### config.mk
export PLATFORM = sky130hd
export DESIGN_NAME = evt_ctr_bank
export DESIGN_NICKNAME = d
export VERILOG_FILES = /design/src/rtl/evb_pkg.sv /design/src/rtl/evb_counter.sv /design/src/rtl/evb_snap.sv /design/src/rtl/evt_ctr_bank.sv
export SDC_FILE = /design/constraint.sdc
export NUM_CORES = 1
export LEC_CHECK = 0
export ABC_AREA = 0
export ABC_CLOCK_PERIOD_IN_PS = 3800
export BUFFER_PORTS_ARGS = -buffer_cell sky130_fd_sc_hd__buf_2
export CAP_MARGIN = 20
export CORE_MARGIN = 5
export CORE_UTILIZATION = 55
export CTS_CLUSTER_SIZE = 25
export DETAILED_ROUTE_END_ITERATION = 16
export GPL_ROUTABILITY_DRIVEN = 0
export GPL_TIMING_DRIVEN = 1
export PLACE_DENSITY = 0.74
export SLEW_MARGIN = 20
export SYNTH_ARGS = -nofsm -noshare
export SYNTH_HDL_FRONTEND = slang
export SYNTH_SLANG_ARGS = --single-unit
### constraint.sdc
create_clock -name clk -period 3.8 [get_ports clk]
set_input_delay 0.38 -clock clk [delete_from_list [all_inputs] [get_ports clk]]
set_output_delay 0.38 -clock clk [all_outputs]
set_load 0.01 [all_outputs]
### src/rtl/evb_pkg.sv
package evb_pkg;

    typedef enum logic [2:0] {
        A_CTRL = 3'd0,
        A_SEL  = 3'd1,
        A_CFG  = 3'd2,
        A_LDLO = 3'd3,
        A_LDHI = 3'd4,
        A_SNLO = 3'd5,
        A_SNHI = 3'd6,
        A_INFO = 3'd7
    } evb_addr_e;

    typedef struct packed {
        logic        user_ok;
        logic        kern_ok;
        logic [14:0] ev_code;
    } evb_cfg_t;

    function automatic evb_cfg_t word_to_cfg(logic [31:0] w);
        evb_cfg_t c;
        c.ev_code = w[14:0];
        c.kern_ok = w[16];
        c.user_ok = w[17];
        return c;
    endfunction

    function automatic logic [31:0] cfg_to_word(evb_cfg_t c);
        return {14'd0, c.user_ok, c.kern_ok, 1'b0, c.ev_code};
    endfunction

    // Qualifier gate: no bit set means any mode counts.
    function automatic logic mode_allows(evb_cfg_t c, logic user_mode);
        if (!c.kern_ok && !c.user_ok) return 1'b1;
        return (c.kern_ok && !user_mode) || (c.user_ok && user_mode);
    endfunction

endpackage

### src/rtl/evb_counter.sv
module evb_counter
    import evb_pkg::*;
#(
    parameter int CW       = 48,
    parameter int NUM_COND = 8
) (
    input  logic                clk,
    input  logic                rst,
    input  logic                run_i,
    input  logic [NUM_COND-1:0] cond_i,
    input  logic                user_mode_i,
    input  logic                cfg_we_i,
    input  evb_cfg_t            cfg_i,
    input  logic                lo_we_i,
    input  logic                hi_we_i,
    input  logic [31:0]         wdata_i,
    output evb_cfg_t            cfg_o,
    output logic [CW-1:0]       cnt_o
);
    localparam int CIW = (NUM_COND > 1) ? $clog2(NUM_COND) : 1;

    evb_cfg_t      cfg_q;
    logic [CW-1:0] cnt_q, cnt_d;
    logic [63:0]   cnt_wide;
    logic          code_valid, hit;

    assign code_valid = (cfg_q.ev_code != 15'd0) && (32'(cfg_q.ev_code) < NUM_COND);
    assign hit = run_i && code_valid && cond_i[cfg_q.ev_code[CIW-1:0]]
               && mode_allows(cfg_q, user_mode_i);

    always_comb begin
        cnt_wide = 64'(cnt_q);
        if (lo_we_i)      cnt_wide[31:0]  = wdata_i;
        else if (hi_we_i) cnt_wide[63:32] = wdata_i;
        else if (hit)     cnt_wide        = 64'(cnt_q + CW'(1));
        cnt_d = cnt_wide[CW-1:0];
    end

    always_ff @(posedge clk) begin
        if (rst) begin
            cfg_q <= '0;
            cnt_q <= '0;
        end else begin
            if (cfg_we_i) cfg_q <= cfg_i;
            cnt_q <= cnt_d;
        end
    end

    assign cfg_o = cfg_q;
    assign cnt_o = cnt_q;


    never_code_chk: assert property (@(posedge clk) disable iff (rst)
        (cfg_q.ev_code == 15'd0 && !lo_we_i && !hi_we_i) |=> (cnt_q == $past(cnt_q)));

    halt_all_chk: assert property (@(posedge clk) disable iff (rst)
        (!run_i && !lo_we_i && !hi_we_i) |=> $stable(cnt_q));

    preload_lo_chk: assert property (@(posedge clk) disable iff (rst)
        lo_we_i |=> (cnt_q[31:0] == $past(wdata_i)));

    unit_step_chk: assert property (@(posedge clk) disable iff (rst)
        (!lo_we_i && !hi_we_i) |=>
            (cnt_q == $past(cnt_q) || cnt_q == CW'($past(cnt_q) + CW'(1))));
endmodule

### src/rtl/evb_snap.sv
module evb_snap (
    input  logic        clk,
    input  logic        rst,
    input  logic        take_i,
    input  logic [63:0] value_i,
    output logic [63:0] snap_o
);
    logic [63:0] snap_q;

    always_ff @(posedge clk) begin
        if (rst)         snap_q <= '0;
        else if (take_i) snap_q <= value_i;
    end

    assign snap_o = snap_q;


    snap_hold_chk: assert property (@(posedge clk) disable iff (rst)
        !take_i |=> $stable(snap_q));
endmodule

### src/rtl/evt_ctr_bank.sv
module evt_ctr_bank
    import evb_pkg::*;
#(
    parameter int NUM_CTR  = 4,
    parameter int NUM_COND = 8,
    parameter int SIZE_SEL = 1
) (
    input  logic                clk,
    input  logic                rst,
    input  logic                reg_we,
    input  logic [2:0]          reg_addr,
    input  logic [31:0]         reg_wdata,
    output logic [31:0]         reg_rdata,
    input  logic [NUM_COND-1:0] cond_i,
    input  logic                user_mode_i
);
    localparam int CW = 32 + 16 * SIZE_SEL;
    localparam int SW = (NUM_CTR > 1) ? $clog2(NUM_CTR) : 1;

    evb_addr_e     addr;
    logic          run_q;
    logic [15:0]   ctrl_hi_q;
    logic [4:0]    sel_q;
    logic          sel_ok, take;
    logic [63:0]   snap;
    logic [CW-1:0] sel_cnt;
    evb_cfg_t      sel_cfg;
    evb_cfg_t      cfg_arr [NUM_CTR];
    logic [CW-1:0] cnt_arr [NUM_CTR];

    assign addr   = evb_addr_e'(reg_addr);
    assign sel_ok = 32'(sel_q) < NUM_CTR;
    assign take   = reg_we && addr == A_CTRL && reg_wdata[1];

    always_ff @(posedge clk) begin
        if (rst) begin
            run_q     <= 1'b0;
            ctrl_hi_q <= '0;
            sel_q     <= '0;
        end else if (reg_we) begin
            if (addr == A_CTRL) begin
                run_q     <= reg_wdata[0];
                ctrl_hi_q <= reg_wdata[31:16];
            end
            if (addr == A_SEL) sel_q <= reg_wdata[4:0];
        end
    end

    for (genvar i = 0; i < NUM_CTR; i++) begin : g_ctr
        logic mine;
        assign mine = sel_ok && (sel_q[SW-1:0] == SW'(i)) && reg_we;
        evb_counter #(.CW(CW), .NUM_COND(NUM_COND)) ctr_i (
            .clk         (clk),
            .rst         (rst),
            .run_i       (run_q),
            .cond_i      (cond_i),
            .user_mode_i (user_mode_i),
            .cfg_we_i    (mine && addr == A_CFG),
            .cfg_i       (word_to_cfg(reg_wdata)),
            .lo_we_i     (mine && addr == A_LDLO),
            .hi_we_i     (mine && addr == A_LDHI),
            .wdata_i     (reg_wdata),
            .cfg_o       (cfg_arr[i]),
            .cnt_o       (cnt_arr[i])
        );
    end

    assign sel_cnt = sel_ok ? cnt_arr[sel_q[SW-1:0]] : '0;
    assign sel_cfg = sel_ok ? cfg_arr[sel_q[SW-1:0]] : '0;

    evb_snap snap_i (
        .clk     (clk),
        .rst     (rst),
        .take_i  (take),
        .value_i (64'(sel_cnt)),
        .snap_o  (snap)
    );

    always_comb begin
        case (addr)
            A_CTRL:  reg_rdata = {ctrl_hi_q, 15'd0, run_q};
            A_SEL:   reg_rdata = {27'd0, sel_q};
            A_CFG:   reg_rdata = cfg_to_word(sel_cfg);
            A_SNLO:  reg_rdata = snap[31:0];
            A_SNHI:  reg_rdata = snap[63:32];
            A_INFO:  reg_rdata = {1'b1, 21'd0, 2'(SIZE_SEL), 2'd0, 6'(NUM_CTR)};
            default: reg_rdata = '0;
        endcase
    end


    snap_capture_chk: assert property (@(posedge clk) disable iff (rst)
        take |=> (snap == 64'($past(sel_cnt))));

    snap_width_chk: assert property (@(posedge clk) disable iff (rst)
        (snap >> CW) == 64'd0);

    bad_index_chk: assert property (@(posedge clk) disable iff (rst)
        (take && !sel_ok) |=> (snap == 64'd0));
endmodule

==> impl_table.tex <==
\begin{tabular}{lr}
\hline
Metric & Value \\
\hline
\multicolumn{2}{l}{\textbf{Global routing}} \\
\quad Overflow after GRT & 0 \\
\quad Global-route wire length before repair & 113 mm \\
\quad Total global-route track usage & 36.6\% \\
\quad Initial antenna violation count & 1 \\
\quad Vias in the first global route & 18749 \\
\quad Largest net degree at the start of global routing & 117 \\
\multicolumn{2}{l}{\textbf{Setup path}} \\
\quad Worst-path cell with the longest stage delay & sky130\_fd\_sc\_hd\_\_nor4\_1 \\
\quad Critical path launch point type & flip-flop \\
\quad Critical path depth & 6 \\
\quad Reg-to-Reg Start & g\_ctr[0].ctr\_i.cfg\_o[5]\$\_SDFFE\_PP0P\_ \\
\quad CP Buf/Inv Count & 0 \\
\quad Critical Path Max Stage Delay & 0.65 ns \\
\quad Worst r2r path cells & 6 \\
\quad Startpoint of the worst setup timing path & g\_ctr[0].ctr\_i.cfg\_o[5]\$\_SDFFE\_PP0P\_ \\
\quad Required time of the critical path & 4.30 ns \\
\quad Worst Setup Path Type & reg2reg \\
\quad Slack of the worst reg-to-reg path & 0.64 ns \\
\quad Crit end category & flip-flop \\
\quad Largest fanout on the critical path & 21 \\
\quad Critical path endpoint & g\_ctr[0].ctr\_i.cnt\_o[28]\$\_SDFFE\_PP0P\_ \\
\quad Critical path cell sequence & nor4\_1 -> nand4\_1 -> a2111oi\_4 -> o21ai\_2 -> or4\_1 -> a31oi\_1 \\
\quad Worst r2r dst & g\_ctr[0].ctr\_i.cnt\_o[28]\$\_SDFFE\_PP0P\_ \\
\quad WP data arrival & 3.66 ns \\
\quad Crit-path leading delay family & simple AND/OR/NAND/NOR gates \\
\multicolumn{2}{l}{\textbf{Clock tree}} \\
\quad Clock sink count & 330 \\
\quad Clock slew at the register clock pins of the worst setup and hold paths & 0.06 ns \\
\quad Post-CTS setup buffer count & 0 \\
\quad Source-to-sink clock delay at the later pin of the worst-skew pair & 0.58 ns \\
\quad CTS max path bufs & 3 \\
\quad Number of instances resized during post-cts repair & 0 \\
\quad Number of buffers created by CTS & 39 \\
\quad Root Driver & sky130\_fd\_sc\_hd\_\_clkbuf\_16 \\
\quad H-Tree Level Count & 2 \\
\quad CTS hold repair buffers & 0 \\
\quad Clock tree from TritonCTS & done \\
\multicolumn{2}{l}{\textbf{Logic synthesis}} \\
\quad Top cell type's share of synthesized area & 33.5\% \\
\quad Dominant cells by area after synthesis & sky130\_fd\_sc\_hd\_\_dfxtp\_1, sky130\_fd\_sc\_hd\_\_mux4\_2, sky130\_fd\_sc\_hd\_\_nand2\_1 \\
\quad Average instance area after synthesis & 7.96 um\^{}2 \\
\quad Post-synth cell types & 80 \\
\quad Sequential element share of the synthesized area & 33.5\% \\
\quad Cell taking the most area after synthesis & sky130\_fd\_sc\_hd\_\_dfxtp\_1 \\
\quad Number of instances in the synthesized netlist & 2475 \\
\quad Post-Syn Area & 19700 um\^{}2 \\
\quad Flip-flop and latch count after synthesis & 330 \\
\quad Number of flops mapped to enable cells by yosys & 0 \\
\quad Share of flip-flops with an asynchronous set or reset & 0\% \\
\quad Post-Synthesis Net Count & 2526 \\
\quad Most instantiated flip-flop cell in the synthesis netlist & sky130\_fd\_sc\_hd\_\_dfxtp\_1 \\
\quad Synth warnings & 0 \\
\multicolumn{2}{l}{\textbf{Job}} \\
\quad Max-Cap Viols & 0 \\
\multicolumn{2}{l}{\textbf{Floorplan}} \\
\quad IO Count & 79 \\
\quad Die Outline Area & 39700 um\^{}2 \\
\quad Die Height & 199 um \\
\quad Standard cell core area & 35500 um\^{}2 \\
\quad Number of cell rows & 69 \\
\quad Effective utilization at floorplan & 55.5\% \\
\quad Die outline width & 199 um \\
\multicolumn{2}{l}{\textbf{STA}} \\
\quad Setup TNS & 0 ns \\
\quad Least-Margin Pin Slew & 1.05 ns \\
\quad Max\_slew headroom & 29.1\% \\
\quad Top achievable clock speed & 316 MHz \\
\quad Worst setup skew after layout & 0.0261 ns \\
\quad Fin crit share & 83.2\% \\
\quad Unrepaired setup endpoints after global routing & no \\
\quad Number of failing hold endpoints at the final stage & 0 \\
\quad Setup violators final & 0 \\
\quad Max-slew violation count & 0 \\
\quad Time the final worst path needs with I/O delays and setup & 3.16 ns \\
\multicolumn{2}{l}{\textbf{Status}} \\
\quad Run status & finished clean \\
\multicolumn{2}{l}{\textbf{Pwr}} \\
\quad Pleak & 7.00 nW \\
\quad Total power per unit cell area & 366 nW/um\^{}2 \\
\quad Design Power & 7.96 mW \\
\quad Maximum vdd drop & 0.362 mV \\
\multicolumn{2}{l}{\textbf{Layout}} \\
\quad Area growth from synthesis to layout & 10.3\% \\
\quad Filler cells & 3091 \\
\quad Fraction of final layout cells sized beyond drive strength 1 & 13.5\% \\
\quad Total number of nets in the final design & 2492 \\
\quad Util after Layout & 61.2\% \\
\quad Antenna diode instance count & 0 \\
\multicolumn{2}{l}{\textbf{Detailed routing}} \\
\quad Routed via count divided by cell count & 7.15 \\
\quad DR DRC count & 0 \\
\quad Average wire per cell in the routed design & 25.6 um \\
\quad WL final & 75.0 mm \\
\quad Number of nets still failing antenna checks after routing & 0 \\
\quad Violation count after the first detailed-routing iteration & 3294 \\
\quad Detailed-router iteration count before antenna repair & 9 \\
\quad DR vias & 20942 \\
\multicolumn{2}{l}{\textbf{Placed design}} \\
\quad Total of buffers placed on input and output ports & 77 \\
\quad Post-detailed-placement half-perimeter wirelength & 51.2 mm \\
\multicolumn{2}{l}{\textbf{Min path}} \\
\quad Hold Path Class & in2reg \\
\hline
\end{tabular}
==> cell type report <==
type / count / area (um^2) / share of cell area, %
clock buffer: 49 / 1100 / 5.09
clock inverter: 19 / 243 / 1.12
inverter: 31 / 116 / 0.536
multi-input combinational: 1904 / 12200 / 56.2
sequential: 330 / 6610 / 30.4
tap: 461 / 577 / 2.66
timing repair buffer: 135 / 856 / 3.94
==> cell usage after synthesis, drive strengths merged (34+ instances only) <==
library cell and n:
o21ai 124, xnor2 34, nand2 347, nor4 53, nor3 59, clkbuf 166, a21oi 235, a31oi 36
dfxtp 330, mux2i 44, nand3 134, mux4 68, nand4 86, buf 44, and3 37, nor2 202
a211oi 80
==> flip-flops by register name, indices dropped and copies added (netlist names) <==
register	cells
sel_q	5
snap_i.snap_o	48
run_q	1
g_ctr.ctr_i.cnt_o	192
g_ctr.ctr_i.cfg_o	68
ctrl_hi_q	16
==> report_power, final <==
group | total [mW] | switching, mW | internal [mW] | leakage [nW]
logic | 0.433 | 0.327 | 0.107 | 3.67
registers | 3.50 | 0.0274 | 3.48 | 2.66
clock network | 4.02 | 1.62 | 2.40 | 0.663
total | 7.96 | 1.97 | 5.98 | 7.00
==> layer usage <==
| metal | track usage [%] | part of all wire, % |
|---|---|---|
| met5 | 0 | 0.18 |
| met4 | 18.8 | 6.1 |
| met3 | 10.2 | 15 |
| met2 | 52.6 | 42 |
| met1 | 50.4 | 37 |
==> worst min path at each step <==
| stage | cells past startpoint | end | from |
|---|---|---|---|
| 2_1_floorplan | 2 | snap_i.snap_o[10]$_SDFFE_PP0P_ | snap_i.snap_o[10]$_SDFFE_PP0P_ |
| 3_3_place_gp | 2 | snap_i.snap_o[45]$_SDFFE_PP0P_ | snap_i.snap_o[45]$_SDFFE_PP0P_ |
| 3_5_place_dp | 2 | snap_i.snap_o[34]$_SDFFE_PP0P_ | snap_i.snap_o[34]$_SDFFE_PP0P_ |
| 4_1_cts | 3 | ctrl_hi_q[10]$_SDFFE_PP0P_ | reg_wdata[26] |
| 5_1_grt | 3 | ctrl_hi_q[11]$_SDFFE_PP0P_ | reg_wdata[27] |
| 6_report | 3 | ctrl_hi_q[8]$_SDFFE_PP0P_ | reg_wdata[24] |
==> worst register-to-register path, stage by stage (launching register included) <==
cell and delay, ns:
sky130_fd_sc_hd__dfxtp_1 0.34, sky130_fd_sc_hd__nor4_1 0.65, sky130_fd_sc_hd__nand4_1 0.35, sky130_fd_sc_hd__a2111oi_4 0.64, sky130_fd_sc_hd__o21ai_2 0.41, sky130_fd_sc_hd__or4_1 0.57, sky130_fd_sc_hd__a31oi_1 0.14
==> cells by family (layout without fill, tap and decap cells) <==
logic type	Yosys count	count (layout)	synth area share [%]
simple gates	1069	1069	27.3
buf+inv	241	234	4.80
mux	119	119	10.4
compound gates	661	661	21.4
fa+ha+maj	4	4	0.254
flops	330	330	33.5
xor+xnor	51	51	2.27
==> cells in the final DEF, fill, tap and decap left out, types with 17 or more instances in the layout <==
cell	Yosys	layout
sky130_fd_sc_hd__a211oi_1	79	79
sky130_fd_sc_hd__a21oi_1	233	233
sky130_fd_sc_hd__a31oi_1	36	36
sky130_fd_sc_hd__and2_1	29	29
sky130_fd_sc_hd__and3_1	37	36
sky130_fd_sc_hd__and4_1	25	25
sky130_fd_sc_hd__buf_2	27	76
sky130_fd_sc_hd__buf_4	0	56
sky130_fd_sc_hd__clkbuf_16	0	40
sky130_fd_sc_hd__dfxtp_1	330	328
sky130_fd_sc_hd__inv_1	30	30
sky130_fd_sc_hd__mux2i_1	44	44
sky130_fd_sc_hd__mux4_2	67	67
sky130_fd_sc_hd__nand2_1	347	347
sky130_fd_sc_hd__nand3_1	133	132
sky130_fd_sc_hd__nand4_1	85	85
sky130_fd_sc_hd__nor2_1	202	201
sky130_fd_sc_hd__nor3_1	53	48
sky130_fd_sc_hd__nor4_1	43	41
sky130_fd_sc_hd__o21ai_0	119	119
sky130_fd_sc_hd__o31ai_1	26	26
sky130_fd_sc_hd__or3_1	22	21
sky130_fd_sc_hd__or4_1	17	17
sky130_fd_sc_hd__xnor2_1	34	34
sky130_fd_sc_hd__xor2_1	17	17
==> per-stage QoR <==
step                      area, um^2  instances  hold slack (ns)  setup WS [ns]
after floorplan                19700       2475            0.431           1.37
after global placement         20400       2861            0.440          0.747
after detailed placement       20400       2861            0.445          0.709
after CTS                      21700       2929            0.135          0.791
after global routing           21700       2929            0.155          0.625
final                          21700       2929            0.150          0.639
No activity file was read; power rests on OpenSTA's default activity.
